===== config.mk =====
export PLATFORM = sky130hd
export DESIGN_NAME = psg_sync_gen
export DESIGN_NICKNAME = d
export VERILOG_FILES = /design/src/rtl/psg_pkg.sv /design/src/rtl/psg_seg_timer.sv /design/src/rtl/psg_line_ctr.sv /design/src/rtl/psg_seq.sv /design/src/rtl/psg_sync_gen.sv
export SDC_FILE = /design/constraint.sdc
export NUM_CORES = 1
export LEC_CHECK = 0
export CORE_AREA = 2 2 61 91
export CTS_CLUSTER_DIAMETER = 50
export DETAILED_ROUTE_END_ITERATION = 7
export DIE_AREA = 0 0 63 93
export GPL_TIMING_DRIVEN = 0
export SLEW_MARGIN = 10
export SYNTH_ARGS = -nofsm -noshare
export SYNTH_HDL_FRONTEND = slang
export SYNTH_SLANG_ARGS = --single-unit

===== constraint.sdc =====
create_clock -name clk -period 2.5 [get_ports clk]
set_input_delay 0.5 -clock clk [delete_from_list [all_inputs] [get_ports clk]]
set_output_delay 0.5 -clock clk [all_outputs]
set_load 0.05 [all_outputs]

===== src/rtl/psg_pkg.sv =====
package psg_pkg;

  typedef enum logic [2:0] {
    SG_IDLE,
    SG_HSYNC,
    SG_PORCH,
    SG_ACTIVE,
    SG_EQ_LO,
    SG_EQ_HI,
    SG_BR_LO,
    SG_BR_HI
  } seg_e;

  typedef enum logic [1:0] {
    PH_PRE,
    PH_BROAD,
    PH_POST
  } vphase_e;

  localparam logic [1:0] LVL_SYNC  = 2'b00;
  localparam logic [1:0] LVL_BLACK = 2'b01;

  // Scale a microsecond figure into clock cycles.
  function automatic int unsigned us_to_clk(int unsigned us, int unsigned cpu);
    return us * cpu;
  endfunction

  // Ladder code for each segment.
  function automatic logic [1:0] seg_level(seg_e s);
    case (s)
      SG_IDLE, SG_HSYNC, SG_EQ_LO, SG_BR_LO: return LVL_SYNC;
      default:                              return LVL_BLACK;
    endcase
  endfunction

  function automatic logic seg_is_vertical(seg_e s);
    return (s == SG_EQ_LO) || (s == SG_EQ_HI) || (s == SG_BR_LO) || (s == SG_BR_HI);
  endfunction

  // Smallest width that can hold the value v.
  function automatic int unsigned width_for(int unsigned v);
    int unsigned w;
    w = 1;
    while ((1 << w) <= v) w++;
    return w;
  endfunction

endpackage


===== src/rtl/psg_seg_timer.sv =====
// Single down-counter that times every segment of the waveform.
module psg_seg_timer #(
  parameter int unsigned CNT_W = 11
) (
  input  logic             clk,
  input  logic             clr,
  input  logic             load,
  input  logic [CNT_W-1:0] load_val,
  output logic             seg_end
);

  logic [CNT_W-1:0] cnt_q;

  always_ff @(posedge clk) begin
    if (clr)
      cnt_q <= '0;
    else if (load)
      cnt_q <= load_val;
    else if (cnt_q != '0)
      cnt_q <= cnt_q - 1'b1;
  end

  assign seg_end = (cnt_q == '0);

endmodule


===== src/rtl/psg_line_ctr.sv =====
// Frame line number: cleared, advanced, or reloaded-and-advanced.
module psg_line_ctr #(
  parameter int unsigned LINE_W  = 10,
  parameter int unsigned RELOAD1 = 317,
  parameter int unsigned RELOAD2 = 5
) (
  input  logic              clk,
  input  logic              clr,
  input  logic              inc,
  input  logic              reload,
  input  logic              sel2,
  output logic [LINE_W-1:0] line_o
);

  localparam logic [LINE_W-1:0] NEXT_AFTER1 = LINE_W'(RELOAD1 + 1);
  localparam logic [LINE_W-1:0] NEXT_AFTER2 = LINE_W'(RELOAD2 + 1);

  logic [LINE_W-1:0] line_q;

  always_ff @(posedge clk) begin
    if (clr)
      line_q <= '0;
    else if (reload)
      line_q <= sel2 ? NEXT_AFTER2 : NEXT_AFTER1;
    else if (inc)
      line_q <= line_q + 1'b1;
  end

  assign line_o = line_q;

endmodule


===== src/rtl/psg_seq.sv =====
// Segment sequencer: normal lines and the three-phase vertical interval.
module psg_seq
  import psg_pkg::*;
#(
  parameter int unsigned CNT_W      = 11,
  parameter int unsigned LINE_W     = 10,
  parameter int unsigned HSYNC_CYC  = 80,
  parameter int unsigned PORCH_CYC  = 160,
  parameter int unsigned ACTIVE_CYC = 1040,
  parameter int unsigned HALF_CYC   = 640,
  parameter int unsigned EQ_CYC     = 40,
  parameter int unsigned GAP_CYC    = 40,
  parameter int unsigned FIELD1_END = 310,
  parameter int unsigned FIELD2_END = 622,
  parameter int unsigned PRE1       = 5,
  parameter int unsigned PRE2       = 6,
  parameter int unsigned BROAD_N    = 5,
  parameter int unsigned POST1      = 4,
  parameter int unsigned POST2      = 5
) (
  input  logic              clk,
  input  logic              rst,
  input  logic              en,
  input  logic              seg_end_i,
  input  logic [LINE_W-1:0] line_i,
  output seg_e              seg_o,
  output logic              timer_clr_o,
  output logic              load_o,
  output logic [CNT_W-1:0]  load_val_o,
  output logic              line_clr_o,
  output logic              line_inc_o,
  output logic              line_reload_o,
  output logic              reload_sel2_o,
  output logic              porch_done_o,
  output logic              vert_active_o
);

  localparam int unsigned PW = width_for(PRE1 + PRE2 + BROAD_N + POST1 + POST2);
  localparam logic [LINE_W-1:0] END1 = LINE_W'(FIELD1_END);
  localparam logic [LINE_W-1:0] END2 = LINE_W'(FIELD2_END);
  localparam logic [PW-1:0] N_PRE1  = PW'(PRE1);
  localparam logic [PW-1:0] N_PRE2  = PW'(PRE2);
  localparam logic [PW-1:0] N_BROAD = PW'(BROAD_N);
  localparam logic [PW-1:0] N_POST1 = PW'(POST1);
  localparam logic [PW-1:0] N_POST2 = PW'(POST2);
  localparam logic [PW-1:0] ONE     = PW'(1);

  // Length of a segment minus one, as loaded into the timer.
  function automatic logic [CNT_W-1:0] len_m1(seg_e s);
    int unsigned n;
    case (s)
      SG_HSYNC:  n = HSYNC_CYC;
      SG_PORCH:  n = PORCH_CYC;
      SG_ACTIVE: n = ACTIVE_CYC;
      SG_EQ_LO:  n = EQ_CYC;
      SG_EQ_HI:  n = HALF_CYC - EQ_CYC;
      SG_BR_LO:  n = HALF_CYC - GAP_CYC;
      SG_BR_HI:  n = GAP_CYC;
      default:   n = 1;
    endcase
    return CNT_W'(n - 1);
  endfunction

  seg_e    seg_q, seg_n;
  vphase_e phase_q, phase_n;
  logic [PW-1:0] left_q, left_n;
  logic    fsel_q, fsel_n;
  logic    pd_q;

  logic hold, seg_done, tick, vdone, adv, at_end, at_end2;

  assign hold     = rst | ~en;
  assign seg_done = seg_end_i && (seg_q != SG_IDLE);
  assign at_end2  = (line_i == END2);
  assign at_end   = (line_i == END1) || at_end2;

  always_comb begin
    seg_n   = seg_q;
    phase_n = phase_q;
    left_n  = left_q;
    fsel_n  = fsel_q;
    tick    = 1'b0;
    vdone   = 1'b0;
    adv     = 1'b0;
    case (seg_q)
      SG_IDLE:   tick = 1'b1;
      SG_HSYNC:  if (seg_done) seg_n = SG_PORCH;
      SG_PORCH:  if (seg_done) seg_n = SG_ACTIVE;
      SG_ACTIVE: if (seg_done) tick = 1'b1;
      SG_EQ_LO:  if (seg_done) seg_n = SG_EQ_HI;
      SG_EQ_HI: begin
        if (seg_done) begin
          if (left_q > ONE) begin
            seg_n  = SG_EQ_LO;
            left_n = left_q - ONE;
          end else if (phase_q == PH_PRE) begin
            seg_n   = SG_BR_LO;
            phase_n = PH_BROAD;
            left_n  = N_BROAD;
          end else begin
            vdone = 1'b1;
          end
        end
      end
      SG_BR_LO:  if (seg_done) seg_n = SG_BR_HI;
      SG_BR_HI: begin
        if (seg_done) begin
          if (left_q > ONE) begin
            seg_n  = SG_BR_LO;
            left_n = left_q - ONE;
          end else begin
            seg_n   = SG_EQ_LO;
            phase_n = PH_POST;
            left_n  = fsel_q ? N_POST2 : N_POST1;
          end
        end
      end
      default: seg_n = SG_IDLE;
    endcase

    if (vdone) begin
      seg_n   = SG_HSYNC;
      phase_n = PH_PRE;
    end else if (tick) begin
      if (at_end) begin
        seg_n   = SG_EQ_LO;
        phase_n = PH_PRE;
        fsel_n  = at_end2;
        left_n  = at_end2 ? N_PRE2 : N_PRE1;
      end else begin
        seg_n = SG_HSYNC;
        adv   = 1'b1;
      end
    end
  end

  always_ff @(posedge clk) begin
    if (hold) begin
      seg_q   <= SG_IDLE;
      phase_q <= PH_PRE;
      left_q  <= '0;
      fsel_q  <= 1'b0;
      pd_q    <= 1'b0;
    end else begin
      seg_q   <= seg_n;
      phase_q <= phase_n;
      left_q  <= left_n;
      fsel_q  <= fsel_n;
      pd_q    <= (seg_q == SG_PORCH) && seg_done;
    end
  end

  assign seg_o         = seg_q;
  assign timer_clr_o   = hold;
  assign load_o        = ~hold & (seg_done | (seg_q == SG_IDLE));
  assign load_val_o    = len_m1(seg_n);
  assign line_clr_o    = hold;
  assign line_inc_o    = adv;
  assign line_reload_o = vdone;
  assign reload_sel2_o = fsel_q;
  assign porch_done_o  = pd_q;
  assign vert_active_o = seg_is_vertical(seg_q);

endmodule


===== src/rtl/psg_sync_gen.sv =====
// Top: composite sync generator for interlaced 625-line video.
module psg_sync_gen
  import psg_pkg::*;
#(
  parameter int unsigned CLK_PER_US = 20,
  parameter int unsigned LINE_US    = 64,
  parameter int unsigned HSYNC_US   = 4,
  parameter int unsigned PORCH_US   = 8,
  parameter int unsigned EQ_US      = 2,
  parameter int unsigned GAP_US     = 2,
  parameter int unsigned LINE_W     = 10,
  parameter int unsigned FIELD1_END = 310,
  parameter int unsigned FIELD2_END = 622,
  parameter int unsigned RELOAD1    = 317,
  parameter int unsigned RELOAD2    = 5,
  parameter int unsigned PRE1       = 5,
  parameter int unsigned PRE2       = 6,
  parameter int unsigned BROAD_N    = 5,
  parameter int unsigned POST1      = 4,
  parameter int unsigned POST2      = 5
) (
  input  logic              clk,
  input  logic              rst,
  input  logic              en,
  output logic [1:0]        level,
  output logic [LINE_W-1:0] line_no,
  output logic              porch_done
);

  localparam int unsigned HSYNC_CYC  = us_to_clk(HSYNC_US, CLK_PER_US);
  localparam int unsigned PORCH_CYC  = us_to_clk(PORCH_US, CLK_PER_US);
  localparam int unsigned ACTIVE_CYC = us_to_clk(LINE_US - HSYNC_US - PORCH_US, CLK_PER_US);
  localparam int unsigned HALF_CYC   = us_to_clk(LINE_US / 2, CLK_PER_US);
  localparam int unsigned EQ_CYC     = us_to_clk(EQ_US, CLK_PER_US);
  localparam int unsigned GAP_CYC    = us_to_clk(GAP_US, CLK_PER_US);
  localparam int unsigned CNT_W      = width_for(us_to_clk(LINE_US, CLK_PER_US));

  // Internal events brought out as named wires.
  seg_e              seg;
  logic              seg_end;
  logic              timer_clr, timer_load;
  logic [CNT_W-1:0]  timer_val;
  logic              line_clr, line_inc, line_reload, reload_sel2;
  logic              vert_active;
  logic [LINE_W-1:0] line_w;

  psg_seg_timer #(.CNT_W(CNT_W)) u_timer (
    .clk      (clk),
    .clr      (timer_clr),
    .load     (timer_load),
    .load_val (timer_val),
    .seg_end  (seg_end)
  );

  psg_line_ctr #(
    .LINE_W  (LINE_W),
    .RELOAD1 (RELOAD1),
    .RELOAD2 (RELOAD2)
  ) u_line (
    .clk    (clk),
    .clr    (line_clr),
    .inc    (line_inc),
    .reload (line_reload),
    .sel2   (reload_sel2),
    .line_o (line_w)
  );

  psg_seq #(
    .CNT_W      (CNT_W),
    .LINE_W     (LINE_W),
    .HSYNC_CYC  (HSYNC_CYC),
    .PORCH_CYC  (PORCH_CYC),
    .ACTIVE_CYC (ACTIVE_CYC),
    .HALF_CYC   (HALF_CYC),
    .EQ_CYC     (EQ_CYC),
    .GAP_CYC    (GAP_CYC),
    .FIELD1_END (FIELD1_END),
    .FIELD2_END (FIELD2_END),
    .PRE1       (PRE1),
    .PRE2       (PRE2),
    .BROAD_N    (BROAD_N),
    .POST1      (POST1),
    .POST2      (POST2)
  ) u_seq (
    .clk           (clk),
    .rst           (rst),
    .en            (en),
    .seg_end_i     (seg_end),
    .line_i        (line_w),
    .seg_o         (seg),
    .timer_clr_o   (timer_clr),
    .load_o        (timer_load),
    .load_val_o    (timer_val),
    .line_clr_o    (line_clr),
    .line_inc_o    (line_inc),
    .line_reload_o (line_reload),
    .reload_sel2_o (reload_sel2),
    .porch_done_o  (porch_done),
    .vert_active_o (vert_active)
  );

  assign level   = seg_level(seg);
  assign line_no = line_w;

endmodule


==> results.md <==
* CP max stage cell: or4_1
* Clk_lat worst skew at 0.29 ns
* Vias per inst at 5.55
* Transition time of the tightest slew-check pin at 0.703 ns
* Multi-input logic area at 1480 µm²
* CP arrival at 2.78 ns
* Vias in the first global route at 1,917
* Routed Wire Length at 5430 µm
* 1st-pass router iterations at 5
* Min Hold Slack at 0.511 ns
* Largest net degree at the start of global routing at 11
* Layout area overhead at 40.7%
* Setup Viol. Count Final at 6
* Power Dens Cells at 518 nW/µm²
* Total power at 0.00143 W
* Worst setup margin at -0.127 ns
* TritonCTS Buffers at 5
* Avg WL per Cell at 15.2 µm
* WP data required at 2.65 ns
* Ys flop type: dfxtp_1
* Post-synth ARST share at 0%
* Crit Path Category: reg -> reg
* Synth top area share at 33.7%
* Core Area at 5080 µm²
* GRT overflow at 0
* RSZ-0062 raised after global routing: true
* Die height at 93 µm
* Setup TNS at -0.317 ns
* Crit path capture type: flop
* Max Clock Freq at 381 MHz
* CP Depth at 9
* CP max FO at 4
* Synthesized Nets at 252
* DR iter-0 viols at 45
* Core Rows at 32
* Area of the mapped netlist at 1960 µm²
* CP Launch Type: flop
* Fin. Hold Viols at 0
* Post-synthesis register bit count at 33
* CTS max path bufs at 2
* Overall die area at 5860 µm²
* Sequential fraction of the synthesis area at 33.7%
* Cell variety after synth at 57
* Max Cap Violations at 0
* Failing checks: negative setup slack
* Synth warn at 0
* CTS tree: yes
* Overall global routing resource usage at 18.3%
* Mapped Cells at 244
* Hold path depth at 2
* Initial cell density of the core at 38.6%
* Top delay family on crit path: simple AND/OR/NAND/NOR gates
* Peak VDD IR at 0.348 mV
* Max Transition Viols Final at 0
* Number of synthesized flops with an enable pin at 0
* Max stage delay on crit path at 0.40 ns
* Horiz. Die Dim at 63 µm
* Global-route wire length before repair at 8510 µm
* Post-Syn Area per Cell at 8.05 µm²
* Worst rel slew slack at 53.0%
* Post-route DRC violation count at 0
* Initial antenna violation count at 0
* Placer Congestion at 0.802
* Root buffer cell: clkbuf_8
* Antenna Cells at 0
* Tmin final at 2.63 ns
* Largest cells by area after synthesis: dfxtp_1, a21oi_1, nor2_1, nand2_1, ha_1
* Number of routed nets with antenna violations at 0
* Filler Cell Count at 490
* Class of the worst hold path: reg -> reg
* Fin Clk Skew at 0.00530 ns
* CTS sink count at 33
* # H-tree levels at 2
* Cts-stage hold buffer count at 0
* Run status: finished with violations
* Number of buffer and inverter stages on the critical path at 1
* Final core occ at 54.3%
* Most common cell in the synthesized netlist: dfxtp_1
* Post-DP HPWL at 3650 µm
* Period utilization at 105%
* Boundary Pins at 16
* Worst-path clk slew at 0.07 ns
* Most common library cells after synthesis: dfxtp_1, nor2_1, a21oi_1
* PortBufs at 14
* Register area at 682 µm²
* Yosys top cell by area: dfxtp_1
* Leakage at 1.03 nW
* Vias at 1,987
* Cells on worst reg2reg path at 9
* Layout cells sized above 1 at 30.3%
* Nets at 297
* Crit path cell chain: nor4_4 -> buf_4 -> nand4_4 -> or3_4 -> a31o_1 -> o31a_1 -> or4_1 -> o211ai_1 -> a21oi_1
==> through the flow <==
step	worst slack [ns]	instances	area [µm²]
floorplan	-0.0777	244	1990
global placement	-0.692	326	2220
detailed placement	-0.685	326	2220
CTS	-0.110	349	2530
global route	-0.198	358	2760
finish	-0.127	358	2760
==> layout make-up <==
class                      count  area share [%]
buffer                         6            1.13
clock buffer                   7            3.13
clock inverter                 1            1.09
inverter                      11            1.50
multi-input combinational    193            53.4
sequential                    33            24.7
tap                           68            3.08
timing repair buffer          39            12.0
==> path summary, 6_finish.rpt <==
| check | start | end | slack (ns) |
|---|---|---|---|
| setup reg to reg | u_timer.cnt_q[4] | u_timer.cnt_q[10] | -0.13 |
| hold reg to reg | u_seq.reload_sel2_o | u_seq.reload_sel2_o | 0.51 |
| hold / removal | u_seq.reload_sel2_o | u_seq.reload_sel2_o | 0.51 |
| setup / recovery | u_timer.cnt_q[4] | u_timer.cnt_q[10] | -0.13 |
==> worst register-to-register path: stages (launching register included) <==
cell,delay (ns)
dfxtp_4,0.36
nor4_4,0.31
buf_4,0.17
nand4_4,0.13
or3_4,0.36
a31o_1,0.20
o31a_1,0.31
or4_1,0.40
o211ai_1,0.17
a21oi_1,0.08
==> cell families (layout without fill, tap and decap cells) <==
logic type / count (synthesis) / after routing / synth area share, %
AOI/OAI and AO/OA: 71 / 71 / 24.1
xor gates and xnor gates: 12 / 12 / 5.35
adders and majority gates: 5 / 5 / 3.19
buffers and inverters: 18 / 64 / 3.63
DFF: 33 / 33 / 33.7
muxes: 4 / 4 / 2.10
other: 1 / 1 / 0.191
and+or+nand+nor: 100 / 100 / 27.8
==> what timing repair did <==
item / CTS / global route
resized for setup: 22 / 35
pin swaps: 11 / 15
endpoints found under the setup margin: 10 / 13
gates cloned: 0 / 0
setup buffers: 16 / 9
==> flip-flops by register name (all words and copies together), names as in the netlist <==
register             count
u_timer.cnt_q           11
u_line.line_o           10
u_seq.left_q             5
u_seq.seg_o              3
u_seq.phase_q            2
u_seq.porch_done_o       1
u_seq.reload_sel2_o      1
==> where the power goes <==
| group | switching [W] | total [W] | internal (W) |
|---|---|---|---|
| Combinational | 0.000166 | 0.000329 | 0.000162 |
| Clock | 0.000204 | 0.000529 | 0.000325 |
| Sequential | 0.0000266 | 0.000572 | 0.000545 |
==> cell usage in the layout, fill, tap and decap left out, drive strengths merged, types with 5 or more instances in the layout <==
cell type / instances
a21oi: 24
a31oi: 5
and3: 6
buf: 27
clkbuf: 11
clkdlybuf4s50: 13
dfxtp: 33
ha: 5
inv: 11
nand2: 21
nand3: 12
nor2: 25
nor3: 9
nor4: 5
o21ai: 12
or3: 6
xnor2: 7
xor2: 5
==> metal layers <==
metal / vias up / GRT usage, % / routed length [µm]
li1: 986 / - / -
met1: 953 / 18.6 / 2130
met2: 34 / 35.4 / 3030
met3: 14 / 3.13 / 128
met4: 0 / 8.89 / 136
met5: - / 0 / 0
Power figures use the tool's default switching activity.
